## src/rtl/nb_pkg.sv

```systemverilog
// Package: shared width codes and helpers for the narrow-memory bridge.
// Assumes the processor bus is 8 bytes wide and the widest memory is 4 bytes.
package nb_pkg;

    typedef enum logic [1:0] {
        NW_BYTE  = 2'b00,
        NW_HALF  = 2'b01,
        NW_WORD  = 2'b10,
        NW_WORD2 = 2'b11
    } nw_width_e;

    // Map a width code onto log2 of the memory width in bytes.
    function automatic logic [1:0] nw_shift(input logic [1:0] code);
        return (code == NW_WORD2) ? 2'd2 : code;
    endfunction

endpackage

```

## src/rtl/nb_chunk_plan.sv

```systemverilog
// nb_chunk_plan: from the active-low byte enables and the width shift,
// marks every memory-width chunk that holds at least one enabled byte.
// Assumes chunk k covers bytes k<<shift .. ((k+1)<<shift)-1.
module nb_chunk_plan #(
    parameter int BUS_BYTES = 8,
    localparam int IW = $clog2(BUS_BYTES)
) (
    input  logic [BUS_BYTES-1:0] be_n,
    input  logic [1:0]           shift,
    output logic [BUS_BYTES-1:0] chunk_mask
);

    // Fold each enabled byte onto the chunk that contains it.
    always_comb begin
        chunk_mask = '0;
        for (int b = 0; b < BUS_BYTES; b++) begin
            if (!be_n[b]) begin
                chunk_mask[IW'(b) >> shift] = 1'b1;
            end
        end
    end

endmodule

```

## src/rtl/nb_first_set.sv

```systemverilog
// nb_first_set: priority encoder returning the lowest set bit of a vector.
// Assumes nothing about the vector; idx is zero when no bit is set.
module nb_first_set #(
    parameter int N = 8,
    localparam int IW = $clog2(N)
) (
    input  logic [N-1:0]  vec,
    output logic [IW-1:0] idx,
    output logic          any
);

    // Scan downward so the lowest set bit wins.
    always_comb begin
        idx = '0;
        any = 1'b0;
        for (int i = N - 1; i >= 0; i--) begin
            if (vec[i]) begin
                idx = IW'(i);
                any = 1'b1;
            end
        end
    end

endmodule

```

## src/rtl/nb_lane_steer.sv

```systemverilog
// nb_lane_steer: for the current chunk, forms the byte offset, the local
// active-low byte enables and the write data. It also places read bytes
// back onto their processor lanes. Lanes beyond the memory width are idle.
// Assumes MEM_BYTES << 0 .. max shift never runs past BUS_BYTES.
module nb_lane_steer #(
    parameter int BUS_BYTES = 8,
    parameter int MEM_BYTES = 4,
    localparam int IW = $clog2(BUS_BYTES)
) (
    input  logic [1:0]             shift,
    input  logic [IW-1:0]          idx,
    input  logic [BUS_BYTES-1:0]   en,
    input  logic [8*BUS_BYTES-1:0] wdata,
    input  logic [8*MEM_BYTES-1:0] rdata,
    output logic [IW-1:0]          offset,
    output logic [MEM_BYTES-1:0]   lane_be_n,
    output logic [8*MEM_BYTES-1:0] lane_wdata,
    output logic [8*BUS_BYTES-1:0] gather_data
);

    // Byte offset of the chunk inside the quadword.
    always_comb offset = idx << shift;

    // Route each used memory lane to and from its processor lane.
    always_comb begin
        lane_be_n   = '1;
        lane_wdata  = '0;
        gather_data = '0;
        for (int j = 0; j < MEM_BYTES; j++) begin
            if (j < (1 << shift)) begin
                lane_be_n[j] = ~en[offset + IW'(j)];
                lane_wdata[8*j +: 8] = wdata[8*(offset + IW'(j)) +: 8];
                if (en[offset + IW'(j)]) begin
                    gather_data[8*(offset + IW'(j)) +: 8] = rdata[8*j +: 8];
                end
            end
        end
    end

endmodule

```

## src/rtl/nb_narrow_bridge.sv

```systemverilog
// nb_narrow_bridge: accepts one 64-bit processor request, issues one
// narrow access per chunk with enabled bytes (ascending), gathers read
// bytes and returns a single cpu_rdy pulse when all are done.
// Assumes mem_ack is only meaningful while mem_req is high.
module nb_narrow_bridge #(
    parameter int ADDR_W    = 32,
    parameter int BUS_BYTES = 8,
    parameter int MEM_BYTES = 4,
    localparam int IW = $clog2(BUS_BYTES)
) (
    input  logic                   clk,
    input  logic                   rst_n,
    input  logic                   cpu_req,
    input  logic                   cpu_we,
    input  logic [ADDR_W-1:IW]     cpu_addr,
    input  logic [BUS_BYTES-1:0]   cpu_be_n,
    input  logic [8*BUS_BYTES-1:0] cpu_wdata,
    input  logic [1:0]             cpu_width,
    output logic                   cpu_rdy,
    output logic [8*BUS_BYTES-1:0] cpu_rdata,
    output logic                   mem_req,
    output logic                   mem_we,
    output logic [ADDR_W-1:0]      mem_addr,
    output logic [MEM_BYTES-1:0]   mem_be_n,
    output logic [8*MEM_BYTES-1:0] mem_wdata,
    input  logic [8*MEM_BYTES-1:0] mem_rdata,
    input  logic                   mem_ack
);
    import nb_pkg::*;

    logic                   busy_q;
    logic                   we_q;
    logic                   rdy_q;
    logic [1:0]             shift_q;
    logic [ADDR_W-1:IW]     addr_q;
    logic [BUS_BYTES-1:0]   en_q;
    logic [BUS_BYTES-1:0]   pend_q;
    logic [8*BUS_BYTES-1:0] wdata_q;
    logic [8*BUS_BYTES-1:0] data_q;

    logic [BUS_BYTES-1:0]   req_mask;
    logic [IW-1:0]          cur_idx;
    logic                   pend_any;
    logic [IW-1:0]          cur_off;
    logic [8*BUS_BYTES-1:0] gather;
    logic [BUS_BYTES-1:0]   pend_next;
    logic                   step;

    nb_chunk_plan #(.BUS_BYTES(BUS_BYTES)) u_plan (
        .be_n       (cpu_be_n),
        .shift      (nw_shift(cpu_width)),
        .chunk_mask (req_mask)
    );

    nb_first_set #(.N(BUS_BYTES)) u_pick (
        .vec (pend_q),
        .idx (cur_idx),
        .any (pend_any)
    );

    nb_lane_steer #(.BUS_BYTES(BUS_BYTES), .MEM_BYTES(MEM_BYTES)) u_steer (
        .shift       (shift_q),
        .idx         (cur_idx),
        .en          (en_q),
        .wdata       (wdata_q),
        .rdata       (mem_rdata),
        .offset      (cur_off),
        .lane_be_n   (mem_be_n),
        .lane_wdata  (mem_wdata),
        .gather_data (gather)
    );

    // Narrow-side outputs come straight from the held request.
    always_comb begin
        mem_req  = busy_q && pend_any;
        mem_we   = we_q;
        mem_addr = {addr_q, cur_off};
        step     = mem_req && mem_ack;
        pend_next = pend_q & ~(BUS_BYTES'(1) << cur_idx);
    end

    // Request capture, chunk retirement, read gathering and ready pulse.
    always_ff @(posedge clk) begin
        if (!rst_n) begin
            busy_q  <= 1'b0;
            we_q    <= 1'b0;
            rdy_q   <= 1'b0;
            shift_q <= '0;
            addr_q  <= '0;
            en_q    <= '0;
            pend_q  <= '0;
            wdata_q <= '0;
            data_q  <= '0;
        end else begin
            rdy_q <= 1'b0;
            if (!busy_q && cpu_req) begin
                we_q    <= cpu_we;
                shift_q <= nw_shift(cpu_width);
                addr_q  <= cpu_addr;
                en_q    <= ~cpu_be_n;
                pend_q  <= req_mask;
                wdata_q <= cpu_wdata;
                data_q  <= '0;
                if (req_mask == '0) begin
                    rdy_q <= 1'b1;
                end else begin
                    busy_q <= 1'b1;
                end
            end else if (step) begin
                pend_q <= pend_next;
                if (!we_q) begin
                    data_q <= data_q | gather;
                end
                if (pend_next == '0) begin
                    busy_q <= 1'b0;
                    rdy_q  <= 1'b1;
                end
            end
        end
    end

    assign cpu_rdy   = rdy_q;
    assign cpu_rdata = data_q;

endmodule

```

## config.mk

```make
export PLATFORM = sky130hd
export DESIGN_NAME = nb_narrow_bridge
export DESIGN_NICKNAME = d
export VERILOG_FILES = /design/src/rtl/nb_pkg.sv /design/src/rtl/nb_chunk_plan.sv /design/src/rtl/nb_first_set.sv /design/src/rtl/nb_lane_steer.sv /design/src/rtl/nb_narrow_bridge.sv
export SDC_FILE = /design/constraint.sdc
export NUM_CORES = 1
export LEC_CHECK = 0
export CORE_MARGIN = 5
export CORE_UTILIZATION = 60
export CTS_CLUSTER_DIAMETER = 60
export DETAILED_ROUTE_END_ITERATION = 12
export DONT_BUFFER_PORTS = 1
export GPL_TIMING_DRIVEN = 0
export MAX_ROUTING_LAYER = met4
export PLACE_DENSITY = 0.76
export SLEW_MARGIN = 10
export SYNTH_ARGS = -nofsm -noshare
export SYNTH_HDL_FRONTEND = slang
export SYNTH_HIERARCHICAL = 1
export SYNTH_SLANG_ARGS = --single-unit
```

## constraint.sdc

```tcl
create_clock -name clk -period 6.5 [get_ports clk]
set_input_delay 0 -clock clk [delete_from_list [all_inputs] [get_ports clk]]
set_output_delay 0 -clock clk [all_outputs]
set_load 0.01 [all_outputs]
```

; ---- Word-level counts from Yosys, hierarchy flattened
; Cells that the tools add are included.
[totals]
regBits = 178
[op_classes]
addsub = 10
magnitude_cmp = 24
n_eq_ne = 2
n_shift = 23
n_mux = 78
n_bitwise = 18
reduce_logical = 19
[op_table]
columns = operator, count
row1 = 64-bit 2-to-1 mux, 8
row2 = "8-bit by 34-bit variable shift with 64-bit output, first input constant", 4
row3 = 8-bit by 34-bit indexed part select with 64-bit output, 4
row4 = 64-bit bitwise mux, 3
row5 = 64-bit by 33-bit indexed part select with 8-bit output, 3
row6 = 8-bit 2-to-1 mux, 14
row7 = 32-bit negation with 34-bit output, 3
row8 = 64-bit AND, 1
row9 = "3-bit by 32-bit < comparator with 1-bit output, first input constant", 2
row10 = 64-bit bitwise OR, 1
row11 = 64-bit by 7-bit indexed part select with 8-bit output, 1
row12 = 8-bit bitwise OR, 7
row13 = "3-bit by 5-bit < comparator with 1-bit output, second input constant", 8
row14 = 6-bit negation with 34-bit output, 1
row15 = "1-bit by 32-bit < comparator with 1-bit output, first input constant", 1
row16 = "2-bit by 32-bit < comparator with 1-bit output, first input constant", 1
row17 = 1-bit 2-to-1 mux, 32
row18 = "1-bit by 2-bit left shift with 32-bit output, first input constant", 1
row19 = 1-bit demux with 3-bit select, 8
row20 = "3-bit by 1-bit >= comparator with 1-bit output, second input constant", 8
row21 = 3-bit 2-to-1 mux, 8
row22 = 8-bit logical NOT, 2
row23 = "3-bit by 4-bit < comparator with 1-bit output, second input constant", 4
row24 = 8-bit inverter, 2
row25 = 21 further kinds, 47

; ---- Logic depth before layout (Yosys ltp)
; Gate-level depths: netlist of run 1.
[depth]
word_depth = 25
ltp_mapped = 22
ltp_nobuf = 18

; ---- By module
; The synthesis of run 1 kept the hierarchy.
[modules_own_cells]
columns = mod, instances, cells_per_inst, area_per_inst_um2
row1 = nb_narrow_bridge, 1, 733, 6304.8
row2 = nb_lane_steer, 1, 552, 3648.5
row3 = nb_chunk_plan, 1, 39, 279.0
row4 = nb_first_set, 1, 13, 80.1

; ---- Worst setup path before layout of run 1
; OpenSTA, ideal clock, no wires.
[synth_timing]
path_type = register to register
startpoint = reg pend_q[2]
endpoint = reg data_q[13], in the netlist cpu_rdata[13]
setup_time_ns = 0.065
arrival_time_ns = 4.805
t_required_ns = 6.435
slack_ns = 1.630
path_stages_with_launch = 19
n_path_buf = 5
synth_period_minus_slack_ns = 4.870
path_cell_list = dfxtp_1 > o41ai_1 > buf_2 > mux2i_1 > nor2_1 > buf_1 > clkbuf_1 > inv_1 > ha_1 > clkbuf_1 > nor3_1 > ha_1 > nand2_1 > a2111oi_4 > buf_2 > nand4_1 > a21oi_1 > a21oi_1 > nor2_1
[synth_via]
elab_chain_len = 19
[synth_lines]
columns = item, line_no
row1 = "start, declared", nb_narrow_bridge.sv:37  ; logic [BUS_BYTES-1:0] pend_q;
row2 = "start signal, assigned", nb_narrow_bridge.sv:101  ; pend_q <= req_mask;
row3 = "start signal, assigned", nb_narrow_bridge.sv:110  ; pend_q <= pend_next;
row4 = 3-bit 2-to-1 mux (*) (3 in a row), nb_first_set.sv:17  ; if (vec[i]) begin
row5 = net cur_idx[0], nb_narrow_bridge.sv:42  ; logic [IW-1:0] cur_idx;
row6 = 3-bit by 2-bit left shift with 3-bit output (*), nb_lane_steer.sv:22  ; always_comb offset = idx << shift;
row7 = net mem_addr[1], nb_narrow_bridge.sv:23  ; output logic [ADDR_W-1:0] mem_addr,
row8 = branches (longest 13 deep; another with 32-bit negation with 34-bit output), -
row9 = 64-bit 2-to-1 mux (*), nb_lane_steer.sv:30  ; if (j < (1 << shift)) begin
row10 = net gather[13], nb_narrow_bridge.sv:45  ; logic [8*BUS_BYTES-1:0] gather;
row11 = 64-bit bitwise OR (*), nb_narrow_bridge.sv:112  ; data_q <= data_q | gather;
row12 = "end signal, assigned", nb_narrow_bridge.sv:112
row13 = "end, declared", nb_narrow_bridge.sv:39  ; logic [8*BUS_BYTES-1:0] data_q;
; Mark *: on every way through the listed nets, which the timed path passes. The select of a mux whose other input is x is not followed.
; A chain may end at the register's enable or synchronous reset.

; ---- Worst setup path after layout of run 1
[layout_timing]
startpoint = reg pend_q[6]
endpoint = reg data_q[59], in the netlist cpu_rdata[59]
[layout_via]
elab_chain_len = 23
[layout_lines]
columns = item, line_no
row1 = 3-bit 2-to-1 mux (*) (7 in a row), nb_first_set.sv:17
row2 = net cur_idx[1], nb_narrow_bridge.sv:42
row3 = 3-bit by 2-bit left shift with 3-bit output (*), nb_lane_steer.sv:22
row4 = net mem_addr[1], nb_narrow_bridge.sv:23
row5 = branches (longest 13 deep; another with 32-bit negation with 34-bit output), -
row6 = 64-bit 2-to-1 mux (*), nb_lane_steer.sv:30
row7 = net gather[59], nb_narrow_bridge.sv:45
row8 = 64-bit bitwise OR (*), nb_narrow_bridge.sv:112
; Marks and branches as above.

==> results_dict.tcl, run 1 <==
set metrics [dict create \
    std_cell_rows 48 \
    period_minus_slack_ns 5.855 \
    place_congestion 0.9929 \
    slew-limit-headroom_pct 16.68 \
    area_delta_synth_final_pct 22.32 \
    io-pin-count 275 \
    vias_per_cell 6.499 \
    post_cts_buffers 0 \
    period_share_pct 90.08 \
    cts.htree.levels 4 \
    drcViolationCount 0 \
    clock-sinks 178 \
    synth.cell_area_sq_um 10310 \
    crit_arrival_ns 6.23 \
    hold_violations 0 \
    ctsRootBufferMaster "clkbuf_16" \
    die_w_um 141.1 \
    ir_drop_v 0.0002017 \
    share_comb_of_total_power_pct 24.6 \
    grt_max_degree 18 \
    layout_commonest_cell "nand2_1" \
    critPathLaunchType "register" \
    cts_buffers 17 \
    finalSetupViolCount 0 \
    drv_slew 0 \
    final_layout_size_suffix_gt1_share_pct 7.931 \
    first_pass_iters 6 \
    overflow 0 \
    rsz0062_at_grt "no" \
    die_h_um 141.1 \
    leakage_nw 4.560 \
    grt_pass1_vias 11030 \
    synth.avg_cell_area_sq_um 7.713 \
    outcome "finished clean" \
    worstPathCellList "o21ai_0, a211oi_1, clkbuf_1, mux2i_1, nor2_1, clkbuf_2, clkbuf_2, inv_1, ha_1, clkbuf_1, nor3_1, ha_1, nand4_1, or3_1, buf_4, o221ai_2, dlygate4sd3_1, a21oi_1, nor2_1" \
    cts_tree "yes" \
    p_seq_share_pct 41.1 \
    wl_per_cell_um 22.70 \
    clk_path_buf_depth 2 \
    synth_edf_count 0 \
    nNetsFinal 1656 \
    antenna_found_initial 2 \
    initial_core_util_pct 60.46 \
    cts.reportedPaths.clkPinSlew_ns 0.07 \
    wl_um 39530 \
    max-cap-violations 0 \
    tightestPinTransition_ns 1.250 \
    critPathCaptureType "register" \
    powerDensity_nw_per_um2 231.0 \
    power_frac_clock_pct 34.3 \
    syn_inst 1337 \
    path_max_fanout 12 \
    r2r_slack_ns 0.64 \
    ant_nets 0 \
    ys_ff_latch 178 \
    p_int_mw 1.924 \
    fmax_mhz 170.8 \
    final_cell_mix "nand2_1, dfxtp_1, dlygate4sd3_1" \
    ys_warn_count 6 \
    hp-class "input port to register" \
    ys_types 76 \
    drt_iter0_drc 1301 \
    vias 11320 \
    p_sw_uw 990.9 \
    hold_slack_ns 0.002429 \
    coreArea_sq_um 17060 \
    slowest_stage "a211oi_1" \
    critPathKind "register to register" \
    crit_required_ns 6.88 \
    synth_ff_type "dfxtp_1" \
    worst_path_largest_cell_delay_ns 0.67 \
    port_buffers 0 \
    dieArea_sq_um 19910 \
    syn_nets 1493 \
    ys_seq_area_share_pct 34.55 \
    async_reset_ff_share_pct 0 \
    grtUsageTotal_pct 39.59 \
    swShare_pct 34.00 \
    grt_pass1_wl_um 60550 \
    skew_ns 0.008000 \
    tns_ns 0 \
    clkLatencyLatePin_ns 0.44 \
    dpl.hpwl_um 27290 \
]
==> layer usage <==
metal  vias to the layer above  track usage (%)  share of wire, %
li1                       5062                -                 -
met1                      5251            46.60                36
met2                       814            63.83                46
met3                       188            9.057                11
met4                         0            19.38               5.9
met5                         -                -                 0
==> power groups by stage <==
stage / registers [mW] / logic, mW / clock network (mW)
floorplan: 1.20 / 0.459 / 0
detailed placement: 1.22 / 0.611 / 0
global route: 1.20 / 0.767 / 1.05
CTS: 1.19 / 0.689 / 1.00
finish: 1.20 / 0.718 / 0.999
global placement: 1.22 / 0.601 / 0
==> Yosys cell counts (all sizes together) (6+ instances only) <==
| cell type | instances | share of area, % |
|---|---|---|
| nand2 | 302 | 11 |
| dfxtp | 178 | 35 |
| a21oi | 116 | 5.7 |
| nor2 | 113 | 4.1 |
| a21boi | 101 | 7.4 |
| clkbuf | 65 | 2.4 |
| nand3 | 50 | 2.4 |
| buf | 40 | 2.1 |
| o21ai | 39 | 1.9 |
| inv | 24 | 0.87 |
| mux2i | 22 | 2.1 |
| and2 | 19 | 1.2 |
| nor2b | 19 | 1.2 |
| nand4 | 18 | 1.1 |
| o221ai | 18 | 2.0 |
| ha | 16 | 1.9 |
| a211oi | 15 | 1.1 |
| mux4 | 15 | 3.3 |
| nor3 | 15 | 0.78 |
| nor3b | 15 | 1.1 |
| a221o | 11 | 1.1 |
| mux2 | 9 | 1.0 |
| nand2b | 9 | 0.55 |
| o211a | 9 | 0.87 |
| a32oi | 7 | 0.59 |
| nor4 | 7 | 0.75 |
| a22oi | 6 | 0.44 |
| and3 | 6 | 0.36 |
==> metrics by stage <==
| step | std cells | util (%) | cell area (sq um) | power, mW | setup slack [ns] |
|---|---|---|---|---|---|
| 2_1_floorplan | 1337 | - | 10310 | 1.655 | 1.630 |
| 3_3_place_gp | 1562 | 62.11 | 10590 | 1.820 | -0.04969 |
| 3_5_place_dp | 1563 | 62.18 | 10610 | 1.830 | 0.5295 |
| 4_1_cts | 1738 | 73.89 | 12600 | 2.885 | 0.2639 |
| 5_1_grt | 1741 | 73.96 | 12610 | 3.021 | 0.2883 |
| 6_report | 1741 | 73.96 | 12610 | 2.914 | 0.6445 |
==> registers in the layout, indices dropped and copies added (netlist names) <==
name and flops:
mem_we 1, shift_q 2, wdata_q 64, pend_q 8, cpu_rdata 64, addr_q 29, busy_q 1, en_q 8
cpu_rdy 1
==> kinds of logic after synthesis <==
logic type / synth area share [%]
AO/OA/AOI/OAI: 25.48
XOR/XNOR: 0.1699
adder cells (fa/ha/maj): 1.941
buffers and inverters: 5.435
flip-flops: 34.55
multiplexers: 6.430
AND/OR/NAND/NOR: 25.99
==> worst max-delay path, delay by kind of cell (launching register included) <==
kind            cells  cell delay, ns
flops               1            0.44
simple gates        5            1.04
buf+inv             7            2.44
compound gates      4            1.02
fa+ha+maj           2            0.67
mux                 1            0.17
==> layout make-up <==
cell class                      instances  area, sq um
Buffer                                105        465.4
Clock inverter                         13        112.6
Multi-Input combinational cell       1029         6196
Timing Repair Buffer                  144         1436
Inverter                               25        98.84
Fill cell                            1313         4442
Antenna cell                            3        7.507
Clock buffer                           19        452.9
Sequential cell                       178         3563
Tap cell                              225        281.5
==> final timing paths <==
check	from	to	depth (start not counted)
worst max-delay path	pend_q[6]	cpu_rdata[59]	19
worst min-delay path	mem_rdata[4]	cpu_rdata[60]	4
worst max register to register	pend_q[6]	cpu_rdata[59]	19
worst min register to register	wdata_q[17]	wdata_q[17]	2
==> what timing repair did <==
action / CTS / global route
hold endpoints to repair: 169 / 0
resized for setup: 0 / 6
endpoints found under the setup margin: 0 / 15
hold buffers: 143 / 0
Power figures use the tool's default switching activity.
==> run 2, diff against run 1 <==
==> constraint.sdc (replaced) <==
create_clock -name clk -period 6.5 [get_ports clk]
set_input_delay 0.325 -clock clk [delete_from_list [all_inputs] [get_ports clk]]
set_output_delay 0.325 -clock clk [all_outputs]
set_load 0.01 [all_outputs]
==> results_dict.tcl, run 2 (synthesized netlist as in run 1, its figures left out) <==
set metrics [dict create \
    drv_slew 0 \
    post-place-ws_ns 0.5295 \
    grtUsageTotal_pct 35.95 \
    final_cell_mix "nand2_1, dfxtp_1, a21oi_1" \
    hold_end "addr_q[12]" \
    drcViolationCount 0 \
    hold_slack_ns 0.01773 \
    post_cts_buffers 0 \
    worst_path_largest_cell_delay_ns 0.67 \
    cts.reportedPaths.clkPinSlew_ns 0.07 \
    layout_commonest_cell "nand2_1" \
    coreArea_sq_um 17060 \
    skew_ns 0.007207 \
    dieArea_sq_um 19910 \
    die_h_um 141.1 \
    ant_nets 0 \
    first_pass_iters 6 \
    slew-limit-headroom_pct 20.01 \
    leakage_nw 3.939 \
    io-pin-count 275 \
    cts_buffers 17 \
    path_max_fanout 12 \
    cts_tree "yes" \
    antenna_found_initial 1 \
    rsz0062_at_grt "no" \
    cts.htree.levels 4 \
    critPathCaptureType "register" \
    period_minus_slack_ns 5.897 \
    finalSetupViolCount 0 \
    post_cts_resized 0 \
    crit_required_ns 6.88 \
    vias 10510 \
    tightestPinTransition_ns 1.200 \
    fin_ws_ns 0.6030 \
    hp-class "input port to register" \
    grt_pass1_wl_um 54990 \
    crit_arrival_ns 6.28 \
    critPathLaunchType "register" \
    place_congestion 0.9929 \
    hold_violations 0 \
    r2r_end "cpu_rdata[42]" \
    clk_path_buf_depth 2 \
    critPathKind "register to register" \
    slowest_stage "a211oi_1" \
    outcome "finished clean" \
    fmax_mhz 169.6 \
    powerDensity_nw_per_um2 252.2 \
    period_share_pct 90.72 \
    clock-sinks 178 \
    r2r_slack_ns 0.60 \
    ctsRootBufferMaster "clkbuf_16" \
    clkLatencyLatePin_ns 0.44 \
    r2r_start "pend_q[7]" \
    ir_drop_v 0.0002002 \
    area_delta_synth_final_pct 8.372 \
    final_layout_size_suffix_gt1_share_pct 8.613 \
    worstPathCellList "o21ai_0, a211oi_1, clkbuf_1, mux2i_1, nor2_1, buf_1, clkbuf_2, inv_1, ha_1, clkbuf_1, nor3_1, ha_1, nand2_1, a2111oi_4, buf_2, nand3_1, a21oi_1, a21oi_1, nor2_1" \
    die_w_um 141.1 \
    r2r_cells 19 \
    drt_iter0_drc 1307 \
    overflow 0 \
    vias_per_cell 6.585 \
    port_buffers 0 \
    ctsHoldBuffers 0 \
    max-cap-violations 0 \
    grt_pass1_vias 9853 \
    nNetsFinal 1513 \
    initial_core_util_pct 60.46 \
    hold_start "cpu_addr[12]" \
    dpl.hpwl_um 27290 \
    holdPathStages 2 \
    wl_per_cell_um 22.49 \
    grt_max_degree 18 \
    std_cell_rows 48 \
    wl_um 35900 \
]
## run 2: cell types whose count changed in the layout (fill, tap and decap cells not counted)
cell and delta:
clkbuf_2 -2, diode_2 -2, buf_1 +2, dlygate4sd3_1 -143
## run 2: report_power, final
| part | internal [mW] | total [mW] | leakage [nW] | switching, mW |
|---|---|---|---|---|
| sequential | 1.14 | 1.20 | 1.45 | 0.0601 |
| combinational | 0.208 | 0.631 | 2.21 | 0.423 |
| clock | 0.524 | 0.991 | 0.281 | 0.468 |
## run 2: area by class of cell
class | count | area [sq um]
sequential | 178 | 3563
clock inverter | 13 | 112.6
inverter | 25 | 98.84
buffer | 105 | 462.9
timing repair buffer | 1 | 5.005
antenna | 1 | 2.502
fill | 1539 | 5881
multi-input combinational | 1029 | 6196
clock buffer | 19 | 452.9
tap | 225 | 281.5
## run 2: worst max-delay path by stage
stage / from / endpoint / slack (ns) / depth (start not counted)
after floorplan: pend_q[2] / cpu_rdata[13] / 1.63 / 18
after global placement: pend_q[7] / cpu_rdata[42] / -0.05 / 19
after detailed placement: pend_q[7] / cpu_rdata[42] / 0.53 / 19
after CTS: pend_q[7] / cpu_rdata[14] / 0.48 / 19
after global routing: pend_q[7] / cpu_rdata[13] / 0.16 / 19
final: pend_q[7] / cpu_rdata[42] / 0.60 / 19
## run 2: layer usage
layer	part of all wire (%)	vias up	wire length (um)	global-route usage, %
li1	-	4775	-	-
met1	38	4952	13750	44.27
met2	46	648	16540	56.43
met3	11	135	3956	8.887
met4	4.6	0	1647	14.99
met5	0	-	0	-
## run 2: worst max-delay path: cells and delay by family (launching register included)
family | cells | cell delay, ns
compound gates | 5 | 1.73
fa+ha+maj | 2 | 0.67
buf+inv | 6 | 2.25
flops | 1 | 0.43
mux | 1 | 0.16
simple gates | 5 | 0.59
## run 2: through the flow
step / utilization (%) / std cells / TNS, ns / cell area [sq um] / total power, mW
2_1_floorplan: - / 1337 / 0 / 10310 / 1.655
3_3_place_gp: 62.11 / 1562 / -0.09491 / 10590 / 1.820
3_5_place_dp: 62.18 / 1563 / 0 / 10610 / 1.830
4_1_cts: 65.50 / 1595 / 0 / 11170 / 2.809
5_1_grt: 65.52 / 1596 / 0 / 11180 / 2.936
6_report: 65.52 / 1596 / 0 / 11180 / 2.819
==> run 3, diff against run 2 <==
--- a/config.mk
+++ b/config.mk
@@ -5,6 +5,7 @@
 export SDC_FILE = /design/constraint.sdc
 export NUM_CORES = 1
 export LEC_CHECK = 0
+export ABC_AREA = 1
 export CORE_MARGIN = 5
 export CORE_UTILIZATION = 60
 export CTS_CLUSTER_DIAMETER = 60
@@ -13,7 +14,7 @@
 export GPL_TIMING_DRIVEN = 0
 export MAX_ROUTING_LAYER = met4
 export PLACE_DENSITY = 0.76
-export SLEW_MARGIN = 10
+export SETUP_SLACK_MARGIN = 0.2
 export SYNTH_ARGS = -nofsm -noshare
 export SYNTH_HDL_FRONTEND = slang
 export SYNTH_HIERARCHICAL = 1
==> results_dict.tcl, run 3 <==
set metrics [dict create \
    nNetsFinal 1856 \
    skew_ns 0.007702 \
    period_minus_slack_ns 5.485 \
    dpl.hpwl_um 30230 \
    critPathLaunchType "register" \
    synth_top_area_share_pct 33.67 \
    placed_cell_area_sq_um 10860 \
    cts_tree "yes" \
    dieArea_sq_um 20390 \
    finalSetupViolCount 0 \
    cts_buffers 17 \
    grtUsageMet3_pct 9.042 \
    met1_usage_pct 45.92 \
    ys_warn_count 6 \
    fillers 1599 \
    cts.reportedPaths.clkPinSlew_ns 0.08 \
    drv_slew 0 \
    grt_pass1_wl_um 58380 \
    drt_iter0_drc 1272 \
    crit_required_ns 6.88 \
    powerDensity_nw_per_um2 270.9 \
    ys_ff_latch 178 \
    synth.cell_area_sq_um 10580 \
    tns_ns 0 \
    wl_um 38470 \
    period_share_pct 84.38 \
    async_reset_ff_share_pct 0 \
    first_pass_iters 6 \
    grtUsageTotal_pct 37.80 \
    ir_drop_v 0.0001894 \
    fmax_mhz 182.3 \
    initial_core_util_pct 61.18 \
    hp-class "input port to register" \
    tightestPinTransition_ns 1.041 \
    final_cell_mix "nor2_1, nand2_1, dfxtp_1" \
    area_delta_synth_final_pct 9.175 \
    yosys-top-cells-count "nor2_1, nand2_1, dfxtp_1" \
    ant_nets 0 \
    io-pin-count 275 \
    syn_nets 1829 \
    port_buffers 0 \
    ctsRootBufferMaster "clkbuf_16" \
    cts.htree.levels 4 \
    clock-sinks 178 \
    std_cell_rows 48 \
    syn_inst 1673 \
    grt_max_degree 21 \
    final_layout_size_suffix_gt1_share_pct 8.990 \
    layout_commonest_cell "nor2_1" \
    vias 11670 \
    fin_area_sq_um 11550 \
    clk_path_buf_depth 2 \
    post_cts_resized 0 \
    drcViolationCount 0 \
    synth_ff_type "dfxtp_1" \
    ys_types 49 \
    rsz0062_at_grt "no" \
    grt_pass1_vias 10830 \
    yosysTopAreaCell "dfxtp_1" \
    antenna_found_initial 0 \
    crit_arrival_ns 5.87 \
    netlist_top_cells_area "dfxtp_1, nor2_1, nand2_1" \
    coreArea_sq_um 17300 \
    worst_path_largest_cell_delay_ns 0.70 \
    synth_edf_count 0 \
    vias_per_cell 6.020 \
    ys_seq_area_share_pct 33.67 \
    wl_per_cell_um 19.85 \
    grtUsageMet2_pct 59.94 \
    synth.avg_cell_area_sq_um 6.326 \
    busiest_layer "met2" \
    outcome "finished clean" \
    place_congestion 1.070 \
    clkLatencyLatePin_ns 0.45 \
    slew-limit-headroom_pct 30.59 \
    leakage_nw 5.231 \
    die_h_um 142.8 \
    yosysMostFrequentCell "nor2_1" \
    path_max_fanout 11 \
    critPathCaptureType "register" \
    hold_violations 0 \
    overflow 0 \
    max-cap-violations 0 \
    diodes 0 \
    slowest_stage "a21oi_1" \
    critPathKind "register to register" \
    die_w_um 142.8 \
]
run 3: cell count changes in the layout (fill, tap and decap cells not counted), sizes merged, moves of 12 or more:
cell	delta
nor3b	-15
mux4	-15
mux2i	-19
clkbuf	-29
nor2	+267
a21boi	-100
nor2b	-19
nand2	+18
and2	-19
o21ai	+146
o22ai	+12
nand3	+51
o221ai	-15
inv	+145
run 3: area by class of cell:
cell class,count,area (sq um),area share (%)
timing repair buffer,8,80.08,0.6931
inverter,172,645.6,5.588
clock inverter,15,183.9,1.592
buffer,90,491.7,4.256
tap,225,281.5,2.437
sequential,178,3563,30.84
clock buffer,17,425.4,3.682
multi-input combinational,1233,5882,50.91
run 3: final timing paths:
| path | startpoint | slack [ns] | endpoint | depth (start not counted) |
|---|---|---|---|---|
| worst max-delay path | pend_q[5] | 1.02 | cpu_rdata[13] | 25 |
| worst min-delay path | cpu_wdata[43] | 0.03 | wdata_q[43] | 2 |
| worst min register to register | wdata_q[29] | 0.49 | wdata_q[29] | 2 |
| worst max register to register | pend_q[5] | 1.02 | cpu_rdata[13] | 25 |
run 3: cells by family (layout without fill, tap and decap cells):
kind of cell	count (synthesis)	in the layout	synth area share, %
AO/OA/AOI/OAI	364	364	19.53
adder cells (fa/ha/maj)	16	16	1.892
buffers and inverters	262	302	10.75
flip-flops	178	178	33.67
multiplexers	3	3	0.2838
AND/OR/NAND/NOR	850	850	33.87
run 3: per-layer routing:
metal / up-vias / wire [um]
li1: 5482 / -
met1: 5328 / 14780
met2: 723 / 17770
met3: 133 / 4191
met4: 0 / 1731
met5: - / 0
run 3: where the power goes:
group	total (mW)	internal, mW	leakage [nW]	switching, mW
combinational	0.863	0.233	3.48	0.630
sequential	1.21	1.15	1.46	0.0579
clock	1.06	0.524	0.295	0.534
total	3.13	1.91	5.23	1.22
run 3: per-stage QoR:
stage | setup slack (ns) | std cells | total power, mW | hold WS [ns] | utilization [%]
after floorplan | 2.482 | 1673 | 1.818 | 0.4144 | -
after global placement | 1.333 | 1898 | 2.046 | 0.4168 | 62.81
after detailed placement | 1.257 | 1898 | 2.059 | 0.4208 | 62.81
after CTS | 1.219 | 1938 | 3.102 | 0.01681 | 66.80
after global routing | 0.6450 | 1938 | 3.268 | 0.03740 | 66.80
final | 1.015 | 1938 | 3.130 | 0.02958 | 66.80
run 3: timing repair:
| action | in CTS | in global routing |
|---|---|---|
| hold buffers | 8 | 0 |
| setup buffers | 0 | 0 |
| hold endpoints to repair | 8 | 0 |
run 3: critical path: cells and delay by family, from the launching register on:
kind,cells,cell delay [ns]
adder cells (fa/ha/maj),2,0.77
AND/OR/NAND/NOR,11,1.27
buffers and inverters,9,1.87
flip-flops,1,0.43
AO/OA/AOI/OAI,3,1.08
